--- src/rtl/tmr_regfile.sv ---
module tmr_regfile #(
  parameter int AW       = 12,
  parameter int NCH      = 5,
  parameter int IE_BIT   = 29,
  parameter logic [31:0] WDOG_INIT = 32'h0000_0400
) (
  input  logic              clk,
  input  logic              rst_n,
  input  logic              bus_sel,
  input  logic              bus_wr,
  input  logic [AW-1:0]     bus_addr,
  input  logic [31:0]       bus_wdata,
  output logic [31:0]       bus_rdata,
  output logic [NCH-1:0]    ch_ctrl_we,
  output logic [NCH-1:0]    ch_init_we,
  output logic [31:0]       ch_wdata,
  input  logic [NCH*32-1:0] ch_ctrl_rd,
  input  logic [NCH*32-1:0] ch_init_rd,
  input  logic [NCH*32-1:0] ch_count,
  input  logic [NCH-1:0]    ch_expire,
  output logic [NCH-1:0]    irq
);

  // Offsets group as blocks of eight words; within a block, word pairs are
  // (ctrl, init, count, misc) and the low word bit selects the odd channel.
  logic [1:0] blk;
  logic [2:0] wrd;
  logic [1:0] kind;
  logic [2:0] chn;
  logic       in_range, mapped, is_sts, is_wdg;
  logic [NCH-1:0] sts, ie;
  logic [31:0] rd_mux;

  assign blk      = bus_addr[6:5];
  assign wrd      = bus_addr[4:2];
  assign kind     = wrd[2:1];
  assign chn      = {blk, 1'b0} + {2'b00, wrd[0]};
  assign in_range = (bus_addr[1:0] == 2'b00) && (bus_addr[AW-1:7] == '0);
  assign is_sts   = in_range && blk == 2'd0 && wrd == 3'd6;
  assign is_wdg   = in_range && blk == 2'd0 && wrd == 3'd7;

  always_comb begin
    unique case (blk)
      2'd0:    mapped = in_range && kind != 2'd3;
      2'd1:    mapped = in_range && kind != 2'd3;
      2'd2:    mapped = in_range && kind != 2'd3 && !wrd[0];
      default: mapped = 1'b0;
    endcase
  end

  always_comb begin
    ch_ctrl_we = '0;
    ch_init_we = '0;
    if (bus_sel && bus_wr && mapped) begin
      if (kind == 2'd0) ch_ctrl_we[chn] = 1'b1;
      if (kind == 2'd1) ch_init_we[chn] = 1'b1;
    end
  end
  assign ch_wdata = bus_wdata;

  always_comb begin
    rd_mux = '0;
    if (is_sts)      rd_mux = {{(32-NCH){1'b0}}, sts};
    else if (is_wdg) rd_mux = WDOG_INIT;
    else if (mapped) begin
      case (kind)
        2'd0:    rd_mux = ch_ctrl_rd[32*chn +: 32];
        2'd1:    rd_mux = ch_init_rd[32*chn +: 32];
        default: rd_mux = ch_count[32*chn +: 32];
      endcase
    end
  end

  always_ff @(posedge clk or negedge rst_n)
    if (!rst_n)                 bus_rdata <= '0;
    else if (bus_sel && !bus_wr) bus_rdata <= rd_mux;

  logic [NCH-1:0] sts_clr;
  assign sts_clr = (bus_sel && bus_wr && is_sts) ? bus_wdata[NCH-1:0] : '0;

  always_ff @(posedge clk or negedge rst_n)
    if (!rst_n) sts <= '0;
    else        sts <= (sts & ~sts_clr) | ch_expire;

  for (genvar i = 0; i < NCH; i++) begin : g_ie
    assign ie[i] = ch_ctrl_rd[32*i + IE_BIT];
  end

  assign irq = sts & ie;

endmodule


--- config.mk ---
export PLATFORM = sky130hd
export DESIGN_NAME = tmr_regfile
export DESIGN_NICKNAME = d
export VERILOG_FILES = /design/src/rtl/tmr_regfile.sv
export SDC_FILE = /design/constraint.sdc
export NUM_CORES = 1
export LEC_CHECK = 0
export ABC_CLOCK_PERIOD_IN_PS = 1500
export BUFFER_PORTS_ARGS = -buffer_cell sky130_fd_sc_hd__buf_2
export CAP_MARGIN = 0
export CELL_PAD_IN_SITES_DETAIL_PLACEMENT = 2
export CELL_PAD_IN_SITES_GLOBAL_PLACEMENT = 2
export CORE_AREA = 4 4 238 240
export CTS_BUF_LIST = sky130_fd_sc_hd__clkbuf_4
export CTS_CLUSTER_SIZE = 16
export DETAILED_ROUTE_END_ITERATION = 8
export DIE_AREA = 0 0 242 244
export PLACE_DENSITY = 0.59
export SLEW_MARGIN = 5
export SYNTH_ARGS = -nofsm -noshare
export SYNTH_HDL_FRONTEND = slang
export SYNTH_SLANG_ARGS = --single-unit
--- constraint.sdc ---
create_clock -name clk -period 1.5 [get_ports clk]
set_input_delay 0.15 -clock clk [delete_from_list [all_inputs] [get_ports clk]]
set_output_delay 0.15 -clock clk [all_outputs]
set_load 0.01 [all_outputs]
== Word-level counts from Yosys, hierarchy flattened ==
Index checks and enable logic that the tools add are counted.
Operators by class
  bitwise logic cells: 4
  reduce and logical (&&, ||, !) cells: 18
  order comparisons: 2
  muxes and demuxes: 12
  equal/unequal tests: 6
  shift operators: 3
  add/sub/neg operators: 1
Operators by type and width (number)
  $shiftx 160x9->32: 3
  $mux 32: 3
  $pmux 32 s2: 1
  $mux 5: 5
  $logic_and 1x1->1: 11
  $and 5x5->5: 2
  $eq 3x3->1 const B: 2
  $logic_not 2->1: 3
  $logic_not 5->1: 1
  $not 5->5: 1
  $or 5x5->5: 1
  $eq 2x1->1 const B: 2
  $lt 3x4->1 const B: 1
  $add 3x1->3: 1
  $demux 1 s3: 1
  $ge 3x1->1 const B: 1
  $eq 2x2->1 const B: 1
  $logic_not 1->1: 2
  $ne 2x2->1 const B: 1
  $pmux 1 s2: 1
  $reduce_or 2->1: 1
  $mux 1: 1
Storage, ports and cells
  word-level logic and storage cells: 48
  bits of input ports: 533
  flip-flop bits (word level): 37
  output and inout port bits: 79

== Depth between registers and ports, before layout ==
Gate-level depths: netlist (run 1).
  word-level depth: 9
  mapped depth: 8
  gate-level depth less buffers: 5

== Worst setup path before layout (run 1) ==
OpenSTA, ideal clock, no wires.
  kind: input port to flip-flop
  start point: input port bus_addr[1]
  end point: register bus_rdata[20]
  arrival time: 1.516 ns
  setup time: 0.068 ns
  setup slack: -0.084 ns
  stages: 6
  required time: 1.432 ns
  buffers on the path: 2
  cells stage by stage: or3_4 > or3_1 > buf_6 > buf_6 > a221oi_2 > a32o_1
Between the ends
  longest elaborated chain between the ends: 8
  elaborated cells on any way between the ends: 11
  those cells by class: mux (4); reduce/logical (7)
Ends and longest elaborated chain
  from (decl): RTL line 11  | input logic [AW-1:0] bus_addr,
  $logic_not 2->1 (*): RTL line 38  | assign in_range = (bus_addr[1:0] == 2'b00) && (bus_addr[AW-1:7] == '0);
  $logic_and 1x1->1 (*): RTL line 38
  $logic_and 1x1->1: RTL line 44, 45, 46
  $logic_and 1x1->1: RTL line 46  | 2'd2: mapped = in_range && kind != 2'd3 && !wrd[0];
  $pmux 1 s2: RTL line 43  | unique case (blk)
  $mux 32: RTL line 65  | else if (mapped) begin
  $mux 32: RTL line 64  | else if (is_wdg) rd_mux = WDOG_INIT;
  $mux 32 (*): RTL line 63  | if (is_sts) rd_mux = {{(32-NCH){1'b0}}, sts};
  to (signal assigned): RTL line 76  | else if (bus_sel && !bus_wr) bus_rdata <= rd_mux;
  to (decl): RTL line 13  | output logic [31:0] bus_rdata,
Every way passes the cells marked *; elsewhere a longest branch is shown, timed or not.
A chain may end at the register's enable or synchronous reset.

== Worst setup path after layout (run 1) ==
  start point: input port bus_addr[11]
  end point: output port ch_init_we[0]
Between the ends
  longest elaborated chain between the ends: 7
Ends and longest elaborated chain
  $logic_not 5->1 (*): RTL line 38
  $logic_and 1x1->1 (*): RTL line 38
  $logic_and 1x1->1 (*): RTL line 44, 45, 46
  $logic_and 1x1->1: RTL line 46
  $pmux 1 s2 (*): RTL line 43
  $logic_and 1x1->1 (*): RTL line 54  | if (bus_sel && bus_wr && mapped) begin
  $mux 5 (*): RTL line 54
  to (decl): RTL line 15  | output logic [NCH-1:0] ch_init_we,
Marked as above.

==> impl_metrics.env, run 1 <==
export IMPL_ios=612
export IMPL_numCtsBuffers=5
export IMPL_port_buffers=557
export IMPL_critPathLaunchType="input pin"
export IMPL_netlist_area_leader_share_pct=29.60
export IMPL_synth_area_leader_cell="mux2i_1"
export IMPL_finish_net_count=1818
export IMPL_first_pass_iters=4
export IMPL_vias_per_cell=4.089
export IMPL_hp_start="ch_count[74]"
export IMPL_pwr_share_comb_pct=58.2
export IMPL_layout_drive_gt1_share_pct=59.41
export IMPL_r2r_cells=1
export IMPL_antenna_found_initial=8
export IMPL_core_area_um2=54660
export IMPL_power_density_nw_per_um2=367.9
export IMPL_final_hold_viol_count=0
export IMPL_grt_total_usage_pct=16.10
export IMPL_ys_warn_count=0
export IMPL_routedWlPerCell_um=25.02
export IMPL_regArea_um2=925.9
export IMPL_multi_input_area_um2=4438
export IMPL_r2r_start="sts[4]"
export IMPL_utilization_pct=19.47
export IMPL_syn_num_nets=1195
export IMPL_path_max_fanout=4
export IMPL_min_path_type="input pin to register"
export IMPL_total_power_mw=3.915
export IMPL_synth_seq_cells=37
export IMPL_grt_max_degree=38
export IMPL_cts_sinks=37
export IMPL_worst_slack_ns=-0.2442
export IMPL_h_tree_depth=2
export IMPL_p_sw_mw=1.580
export IMPL_cts_clk_slew_worst_paths_ns=0.15
export IMPL_place_ws_ns=-0.5738
export IMPL_routed_wl_mm=49.88
export IMPL_outcome="complete, but fails checks"
export IMPL_ys_seq_area_share_pct=16.20
export IMPL_die_w_um=242
export IMPL_drv_cap=0
export IMPL_path_class="input pin to output port"
export IMPL_ys_top_cells_by_area="mux2i_1, dfrtp_1, buf_4, nand2_1, a22oi_1"
export IMPL_max_freq_mhz=573.3
export IMPL_cp_arrival_ns=1.59
export IMPL_violations="negative setup slack"
export IMPL_grt_overflow_total=0
export IMPL_grt_pass1_vias=9348
export IMPL_sw_frac_of_total_pct=40.35
export IMPL_root_buffer="clkbuf_4"
export IMPL_rsz0062_at_grt="yes"
export IMPL_synth_flop_cell="dfrtp_1"
export IMPL_worstHoldEndpoint="bus_rdata[10]"
export IMPL_area_growth_pct=86.19
export IMPL_grt_pass1_wl_mm=68.94
export IMPL_clock_skew_ns=0.01567
export IMPL_tightest_slew_ns=0.5752
export IMPL_start_util_pct=10.46
export IMPL_reg2reg_setup_slack_ns=0.57
export IMPL_die_h_um=244
export IMPL_whs_path_depth=3
export IMPL_row_count=86
export IMPL_n_fill_cell=6527
export IMPL_peakVddDrop_mv=0.1881
export IMPL_drtIter0Drc=229
export IMPL_dp_hpwl_mm=43.13
export IMPL_route_detailed_drc=0
export IMPL_p_leak_nw=5.367
export IMPL_relSlewSlack_pct=61.65
export IMPL_clock_power_share_pct=16.2
export IMPL_setup_viol=11
export IMPL_synthArstFlopShare_pct=100.0
export IMPL_syn_inst=662
export IMPL_synth_edff_count=0
export IMPL_vias=8153
export IMPL_cp_end_kind="output port"
export IMPL_fin_crit_ns=1.744
export IMPL_crit_required_ns=1.35
export IMPL_setup_tns_ns=-1.701
export IMPL_timing_rr_end="bus_rdata[4]"
export IMPL_slew_violations=0
export IMPL_gp_congestion=0.8715
export IMPL_syn_cell_area_um2=5715
export IMPL_ant_nets=0
export IMPL_fin_crit_sh_pct=116.3
export IMPL_power_frac_seq_pct=25.6
export IMPL_tritoncts="done"
export IMPL_avgSynthCellArea_um2=8.634
export IMPL_dieArea_um2=59050
export IMPL_synth_distinct_cells=50
export IMPL_p_int_mw=2.336
export IMPL_clk_path_buf_depth=2
export IMPL_clk_latency_ns=0.39
critical path: stages:
cell	delay (ns)
buf_6	0.10
nor4_4	0.30
nand2_1	0.12
buf_6	0.14
nor4_4	0.16
buf_4	0.19
nand2_4	0.07
buf_4	0.14
nor2_2	0.09
buf_2	0.13
power by group through the flow:
stage / clock (mW) / sequential [mW] / combinational, mW
2_1_floorplan: 0 / 1.02 / 0.904
3_3_place_gp: 0 / 1.02 / 2.23
3_5_place_dp: 0 / 1.02 / 2.27
4_1_cts: 0.716 / 1.00 / 2.31
5_1_grt: 0.744 / 1.00 / 2.48
6_report: 0.633 / 1.00 / 2.28
worst max path at each step:
stage,from,end,slack [ns]
6_report,bus_addr[11],ch_init_we[0],-0.24
4_1_cts,bus_addr[11],ch_init_we[3],-0.26
2_1_floorplan,bus_wr,bus_rdata[20],-0.06
3_3_place_gp,bus_addr[4],bus_rdata[4],-0.55
3_5_place_dp,bus_addr[5],bus_rdata[4],-0.57
5_1_grt,bus_addr[11],ch_init_we[0],-0.35
cells in the mapped netlist, types with 4 or more instances:
| cell type | number |
|---|---|
| a211oi_1 | 4 |
| o22ai_1 | 7 |
| a22o_1 | 22 |
| a21oi_1 | 14 |
| nor4_1 | 4 |
| dfrtp_1 | 37 |
| nand2_1 | 65 |
| nor2_1 | 20 |
| nor3_1 | 8 |
| a32o_1 | 8 |
| o21ai_0 | 41 |
| a221o_1 | 7 |
| clkbuf_1 | 18 |
| nand3_1 | 6 |
| a22oi_1 | 28 |
| a221oi_1 | 14 |
| nor2b_1 | 9 |
| mux2_2 | 14 |
| and2_1 | 6 |
| a2111oi_2 | 6 |
| buf_4 | 46 |
| o31ai_1 | 9 |
| buf_2 | 25 |
| nand2b_1 | 5 |
| mux2i_1 | 169 |
| or3_1 | 5 |
| a21o_1 | 5 |
| o221ai_1 | 17 |
| o2111ai_1 | 10 |
cells in the final DEF, fill, tap and decap left out, drive strengths merged, types with 7 or more instances in the layout:
master       count
a21oi           14
nor2b            9
dfrtp           37
buf            698
o221ai          17
o21ai           41
a221o            7
nand2           65
mux2i          169
nor3             9
o2111ai         10
a22oi           28
o31ai            9
nor2            20
a221oi          15
o22ai            7
nor4             8
a32o             8
a22o            22
dlygate4sd3     11
mux2            14
per-layer routing:
layer	routed length [um]	vias to the layer above	track usage, %	part of all wire, %
met5	41	-	0	0.082
met4	769	6	3.056	1.5
met3	2503	40	3.092	5.0
met2	25620	349	29.84	51
met1	20950	3943	19.45	42
li1	-	3815	-	-
stage by stage:
step,instance area (um2),std cells,hold WS [ns]
2_1_floorplan,5762,662,-0.1456
3_3_place_gp,10230,1968,0.1574
3_5_place_dp,10230,1968,0.1608
4_1_cts,10500,1988,0.01655
5_1_grt,10640,1993,0.03820
6_report,10640,1994,0.09354
sequential cells by signal, indices dropped and copies added (netlist names):
| name | flops |
|---|---|
| bus_rdata | 32 |
| sts | 5 |
final cells by class:
cell class                      count  share of cell area (%)
Timing Repair Buffer              709                   40.65
Antenna cell                        4                 0.09406
Multi-Input combinational cell    529                   41.70
Sequential cell                    37                   8.701
Inverter                            3                  0.1058
Tap cell                          704                   8.277
Clock buffer                        5                  0.3527
Clock inverter                      3                  0.1176
what timing repair did:
action,in CTS,in global routing
setup buffers,1,2
pin swaps,4,6
setup endpoints to repair,12,20
resized for setup,22,21
endpoints found under the hold margin,42,0
gates cloned,0,0
hold buffers,11,0
cells by family after synthesis:
group                  count (synthesis)  share of synthesized area, %
AO/OA/AOI/OAI                        201                         26.88
multiplexers                         186                         33.54
AND/OR/NAND/NOR                      142                         13.11
buffers and inverters                 96                         10.27
flip-flops                            37                         16.20
(Power assumes the default switching activity.)
==> run 2: changes to the inputs <==
--- a/config.mk
+++ b/config.mk
@@ -5,7 +5,7 @@
 export SDC_FILE = /design/constraint.sdc
 export NUM_CORES = 1
 export LEC_CHECK = 0
-export ABC_CLOCK_PERIOD_IN_PS = 1500
+export ABC_CLOCK_PERIOD_IN_PS = 2120
 export BUFFER_PORTS_ARGS = -buffer_cell sky130_fd_sc_hd__buf_2
 export CAP_MARGIN = 0
 export CELL_PAD_IN_SITES_DETAIL_PLACEMENT = 2
@@ -16,6 +16,7 @@
 export DETAILED_ROUTE_END_ITERATION = 8
 export DIE_AREA = 0 0 242 244
 export PLACE_DENSITY = 0.59
+export REMOVE_ABC_BUFFERS = 1
 export SLEW_MARGIN = 5
 export SYNTH_ARGS = -nofsm -noshare
 export SYNTH_HDL_FRONTEND = slang
==> constraint.sdc (replaced) <==
create_clock -name clk -period 2.12 [get_ports clk]
set_input_delay 0.212 -clock clk [delete_from_list [all_inputs] [get_ports clk]]
set_output_delay 0.212 -clock clk [all_outputs]
set_load 0.01 [all_outputs]
==> run 2 against run 1 <==
The run now ends clean. Clock power up 0.9%. Clock skew grew 0.0070 ns. Setup slack better by 0.26 ns. Critical path depth shrank 3. Die area stayed put. Non-clock buffer count is 70 lower. Largest cell class unchanged. Cell count down 3.6%. Sequential power decreased by 29%. Global-route usage shrank 1.0 points. Via count fell by 2.5%. Critical path type is now input pin to register. Core utilization shrank 1.6 points.
==> impl_metrics.env, run 2 (synthesis results as in run 1) <==
export IMPL_grt_total_usage_pct=15.08
export IMPL_mostFrequentLayoutCells="buf_2, mux2i_1, nand2_1"
export IMPL_die_w_um=242
export IMPL_path_class="input pin to register"
export IMPL_dp_cells=1901
export IMPL_p_int_mw=1.670
export IMPL_h_tree_depth=2
export IMPL_crit_required_ns=2.47
export IMPL_slew_violations=0
export IMPL_setup_viol=0
export IMPL_gp_congestion=0.8322
export IMPL_regMostFlops="bus_rdata"
export IMPL_routedWlPerCell_um=24.24
export IMPL_relSlewSlack_pct=37.39
export IMPL_rsz0062_at_grt="no"
export IMPL_ios=612
export IMPL_route_detailed_drc=0
export IMPL_die_h_um=244
export IMPL_clk_latency_ns=0.46
export IMPL_cts_clk_slew_worst_paths_ns=0.16
export IMPL_final_common_cell="buf_2"
export IMPL_ant_nets=0
export IMPL_largest_register_ffs=32
export IMPL_routed_wl_mm=46.59
export IMPL_total_power_mw=2.777
export IMPL_cp_arrival_ns=2.45
export IMPL_fin_crit_sh_pct=99.39
export IMPL_cp_end_kind="register"
export IMPL_first_pass_iters=4
export IMPL_clock_power_share_pct=23.0
export IMPL_final_cells=1922
export IMPL_max_freq_mhz=474.6
export IMPL_peakVddDrop_mv=0.1802
export IMPL_grt_max_degree=35
export IMPL_row_count=86
export IMPL_reg2reg_setup_slack_ns=0.78
export IMPL_outcome="finished, final reports clean"
export IMPL_tightest_slew_ns=0.9341
export IMPL_grtUsageMet1_pct=18.40
export IMPL_min_path_type="input pin to register"
export IMPL_drtIter0Drc=162
export IMPL_p_leak_nw=4.898
export IMPL_worst_slack_ns=0.01287
export IMPL_busiest_layer="met2"
export IMPL_r2r_start="sts[3]"
export IMPL_vias_per_cell=4.135
export IMPL_port_buffers=557
export IMPL_final_area_um2=9773
export IMPL_path_max_fanout=12
export IMPL_timing_rr_end="sts[3]"
export IMPL_grt_pass1_wl_mm=65.46
export IMPL_grt_overflow_total=0
export IMPL_dieArea_um2=59050
export IMPL_power_frac_seq_pct=25.6
export IMPL_cts_sinks=37
export IMPL_top_regs="bus_rdata x32, sts x5"
export IMPL_vias=7948
export IMPL_root_buffer="clkbuf_4"
export IMPL_clk_path_buf_depth=2
export IMPL_placed_cell_area_um2=9570
export IMPL_power_density_nw_per_um2=284.1
export IMPL_final_hold_viol_count=0
export IMPL_grt_use_met3_pct=3.772
export IMPL_pwr_share_comb_pct=51.4
export IMPL_p_sw_mw=1.107
export IMPL_core_area_um2=54660
export IMPL_critPathLaunchType="input pin"
export IMPL_area_growth_pct=70.99
export IMPL_hp_start="ch_count[113]"
export IMPL_start_util_pct=10.46
export IMPL_place_ws_ns=-0.3139
export IMPL_post_cts_repair_setup_buffers=0
export IMPL_grtUsageMet2_pct=27.54
export IMPL_fin_crit_ns=2.107
export IMPL_drv_cap=0
export IMPL_worstHoldEndpoint="bus_rdata[17]"
export IMPL_r2r_cells=2
export IMPL_grt_pass1_vias=9298
export IMPL_startpoint="bus_addr[6]"
export IMPL_layout_drive_gt1_share_pct=55.43
export IMPL_antenna_found_initial=7
export IMPL_numCtsBuffers=5
export IMPL_dp_hpwl_mm=39.69
export IMPL_sw_frac_of_total_pct=39.87
export IMPL_clock_skew_ns=0.02266
export IMPL_whs_path_depth=3
export IMPL_tritoncts="done"
export IMPL_finish_net_count=1748
[run 2: worst max-delay path by stage]
| stage | end | slack [ns] |
|---|---|---|
| 2_1_floorplan | bus_rdata[29] | -0.45 |
| 3_3_place_gp | bus_rdata[9] | -0.42 |
| 3_5_place_dp | bus_rdata[4] | -0.31 |
| 4_1_cts | ch_ctrl_we[0] | 0.09 |
| 5_1_grt | sts[2] | 0.01 |
| 6_report | sts[2] | 0.01 |
[run 2: critical path, cell delays in order]
cell and delay [ns]:
buf_2 0.23, buf_4 0.23, or3_1 0.51, nor4_4 0.45
nand2_1 0.10, a21o_1 0.18, dlygate4sd3_1 0.55
[run 2: what timing repair did]
action,in CTS,in global routing
resized for setup,0,1
hold endpoints to repair,22,0
hold buffers,11,0
endpoints found under the setup margin,0,1
[run 2: layout make-up]
cell class | count | area, um2
Sequential cell | 37 | 925.9
Inverter | 3 | 11.26
Clock inverter | 3 | 41.29
Fill cell | 6510 | 44890
Multi-Input combinational cell | 529 | 4243
Timing Repair Buffer | 639 | 3628
Clock buffer | 5 | 37.54
Antenna cell | 2 | 5.005
Tap cell | 704 | 880.8
[run 2: layer usage]
metal | wire length (um) | share of wire (%) | up-vias
met1 | 19520 | 42 | 3880
met3 | 3144 | 6.7 | 18
li1 | - | - | 3663
met2 | 23600 | 51 | 387
met5 | 0 | 0 | -
met4 | 325 | 0.70 | 0
[run 2: stage by stage]
step	hold WS (ns)	setup TNS [ns]	utilization [%]
floorplan	-0.08359	-9.202	-
global placement	0.2699	-3.197	17.50
detailed placement	0.2812	-0.9838	17.51
CTS	0.01152	0	17.85
global route	0.06731	0	17.87
finish	0.1011	0	17.88
[run 2: power by group through the flow]
stage	Combinational, mW	Clock [mW]	Sequential (mW)
after floorplan	0.443	0	0.723
after global placement	1.43	0	0.722
after detailed placement	1.45	0	0.722
after CTS	1.46	0.721	0.710
after global routing	1.57	0.729	0.710
final	1.43	0.639	0.710
==> run 3: changes to the inputs <==
==> config.mk (replaced) <==
export PLATFORM = sky130hd
export DESIGN_NAME = tmr_regfile
export DESIGN_NICKNAME = d
export VERILOG_FILES = /design/src/rtl/tmr_regfile.sv
export SDC_FILE = /design/constraint.sdc
export NUM_CORES = 1
export LEC_CHECK = 0
export CAP_MARGIN = 0
export CELL_PAD_IN_SITES_DETAIL_PLACEMENT = 2
export CELL_PAD_IN_SITES_GLOBAL_PLACEMENT = 2
export CORE_AREA = 4 4 233 235
export CTS_BUF_LIST = sky130_fd_sc_hd__clkbuf_4
export CTS_CLUSTER_SIZE = 16
export DETAILED_ROUTE_END_ITERATION = 8
export DIE_AREA = 0 0 237 239
export DONT_BUFFER_PORTS = 1
export PLACE_DENSITY = 0.39
export REMOVE_ABC_BUFFERS = 1
export SLEW_MARGIN = 5
export SYNTH_ARGS = -nofsm -noshare
export SYNTH_HDL_FRONTEND = slang
export SYNTH_SLANG_ARGS = --single-unit
==> run 3 against run 2 <==
Routed wire length down 13%. Clock-buffer cell count stayed put. Via count is 26% lower. Clock skew down 0.021 ns. Core utilization shrank 4.6 points. Critical endpoint is now bus_rdata[19]. Largest cell class unchanged.
==> impl_metrics.env, run 3 (synthesis results as in run 1) <==
export IMPL_outcome="finished, final reports clean"
export IMPL_path_max_fanout=32
export IMPL_root_buffer="clkbuf_4"
export IMPL_cp_end_kind="register"
export IMPL_die_w_um=237
export IMPL_largest_register_ffs=32
export IMPL_holdWs_ns=0.07150
export IMPL_clk_path_buf_depth=2
export IMPL_numCtsBuffers=5
export IMPL_vias=5863
export IMPL_tightest_slew_ns=0.6155
export IMPL_dieArea_um2=56640
export IMPL_rsz0062_at_grt="no"
export IMPL_setup_viol=0
export IMPL_h_tree_depth=2
export IMPL_max_freq_mhz=476.1
export IMPL_utilization_pct=13.31
export IMPL_slew_violations=0
export IMPL_grt_pass1_vias=6767
export IMPL_peakVddDrop_mv=0.1495
export IMPL_vias_per_cell=4.337
export IMPL_first_pass_iters=4
export IMPL_die_h_um=239
export IMPL_grt_total_usage_pct=13.40
export IMPL_fin_crit_sh_pct=99.08
export IMPL_fin_crit_ns=2.100
export IMPL_cts_sinks=37
export IMPL_path_class="input pin to register"
export IMPL_finish_net_count=1192
export IMPL_gp_congestion=0.7107
export IMPL_row_count=84
export IMPL_dp_hpwl_mm=31.28
export IMPL_cts_clk_slew_worst_paths_ns=0.16
export IMPL_port_buffers=0
export IMPL_power_density_nw_per_um2=303.1
export IMPL_p_leak_nw=2.625
export IMPL_min_path_type="input pin to register"
export IMPL_mostFrequentLayoutCells="mux2i_1, nand2_1, dlygate4sd3_1"
export IMPL_routedWlPerCell_um=29.98
export IMPL_core_area_um2=52240
export IMPL_drtIter0Drc=162
export IMPL_crit_required_ns=2.47
export IMPL_final_hold_viol_count=0
export IMPL_relSlewSlack_pct=58.83
export IMPL_layout_drive_gt1_share_pct=13.48
export IMPL_antenna_found_initial=2
export IMPL_grt_max_degree=167
export IMPL_total_power_mw=2.107
export IMPL_ios=612
export IMPL_route_detailed_drc=0
export IMPL_clock_skew_ns=0.001221
export IMPL_tritoncts="done"
export IMPL_grt_overflow_total=0
export IMPL_setup_tns_ns=0
export IMPL_start_util_pct=10.94
export IMPL_final_common_cell="mux2i_1"
export IMPL_grt_pass1_wl_mm=54.11
export IMPL_drv_cap=0
export IMPL_cp_arrival_ns=2.45
export IMPL_critPathLaunchType="input pin"
export IMPL_ant_nets=0
export IMPL_regMostFlops="bus_rdata"
export IMPL_routed_wl_mm=40.54
export IMPL_top_regs="bus_rdata x32, sts x5"
export IMPL_area_growth_pct=21.63
export IMPL_clk_latency_ns=0.46
==> run 3: cell count changes in the layout (fill, tap and decap cells not counted), sizes merged <==
cell         previous run  this run
buf                   628        41
diode                   2         4
dlygate4sd3            11        42
==> run 3: final timing paths <==
kind	start	endpoint	slack, ns	depth (start not counted)
max	bus_addr[5]	bus_rdata[19]	0.02	8
min	bus_addr[6]	bus_rdata[28]	0.07	2
max reg2reg	sts[4]	sts[4]	0.80	2
min reg2reg	sts[1]	bus_rdata[1]	0.60	1
max in group asynchronous	rst_n	bus_rdata[6]	1.60	2
min in group asynchronous	rst_n	bus_rdata[10]	0.24	2
==> run 3: routing by layer <==
layer	share of wire, %	track usage, %	wire [um]
met5	0	0	0
met3	7.2	3.911	2920
met1	40	15.98	16360
met4	1.4	2.672	560
met2	51	24.02	20700
==> run 3: where the power goes <==
part	internal [mW]	switching (mW)
registers	0.708	0.00303
clock network	0.244	0.397
logic	0.368	0.388
total	1.32	0.787
==> run 3: area by class of cell <==
type,count,area [um2]
fill,6152,45280
multi-input combinational,529,4242
sequential,37,925.9
tap,688,860.8
timing repair buffer,83,823.3
clock inverter,3,41.29
clock buffer,5,37.54
inverter,3,11.26
antenna,4,10.01
==> run 3: stage by stage <==
| step | instances | cell area, um2 | setup WS, ns |
|---|---|---|---|
| floorplan | 569 | 5140 | -0.4486 |
| global placement | 1297 | 6402 | -0.03294 |
| detailed placement | 1297 | 6402 | -0.06015 |
| CTS | 1348 | 6929 | 0.01446 |
| global route | 1350 | 6947 | 0.02036 |
| finish | 1352 | 6952 | 0.01954 |
==> run 3: timing repair <==
action / 4_1_cts / 5_1_grt
resized for setup: 0 / 3
hold buffers: 43 / 0
endpoints found under the hold margin: 64 / 0
setup buffers: 0 / 0
setup endpoints to repair: 0 / 4
==> run 3: critical path: stages <==
cell           delay [ns]
nor2_2               0.17
nand3_2              0.17
buf_4                0.25
buf_4                0.20
o221ai_1             0.18
dlygate4sd3_1        0.60
o31ai_2              0.07
dlygate4sd3_1        0.56
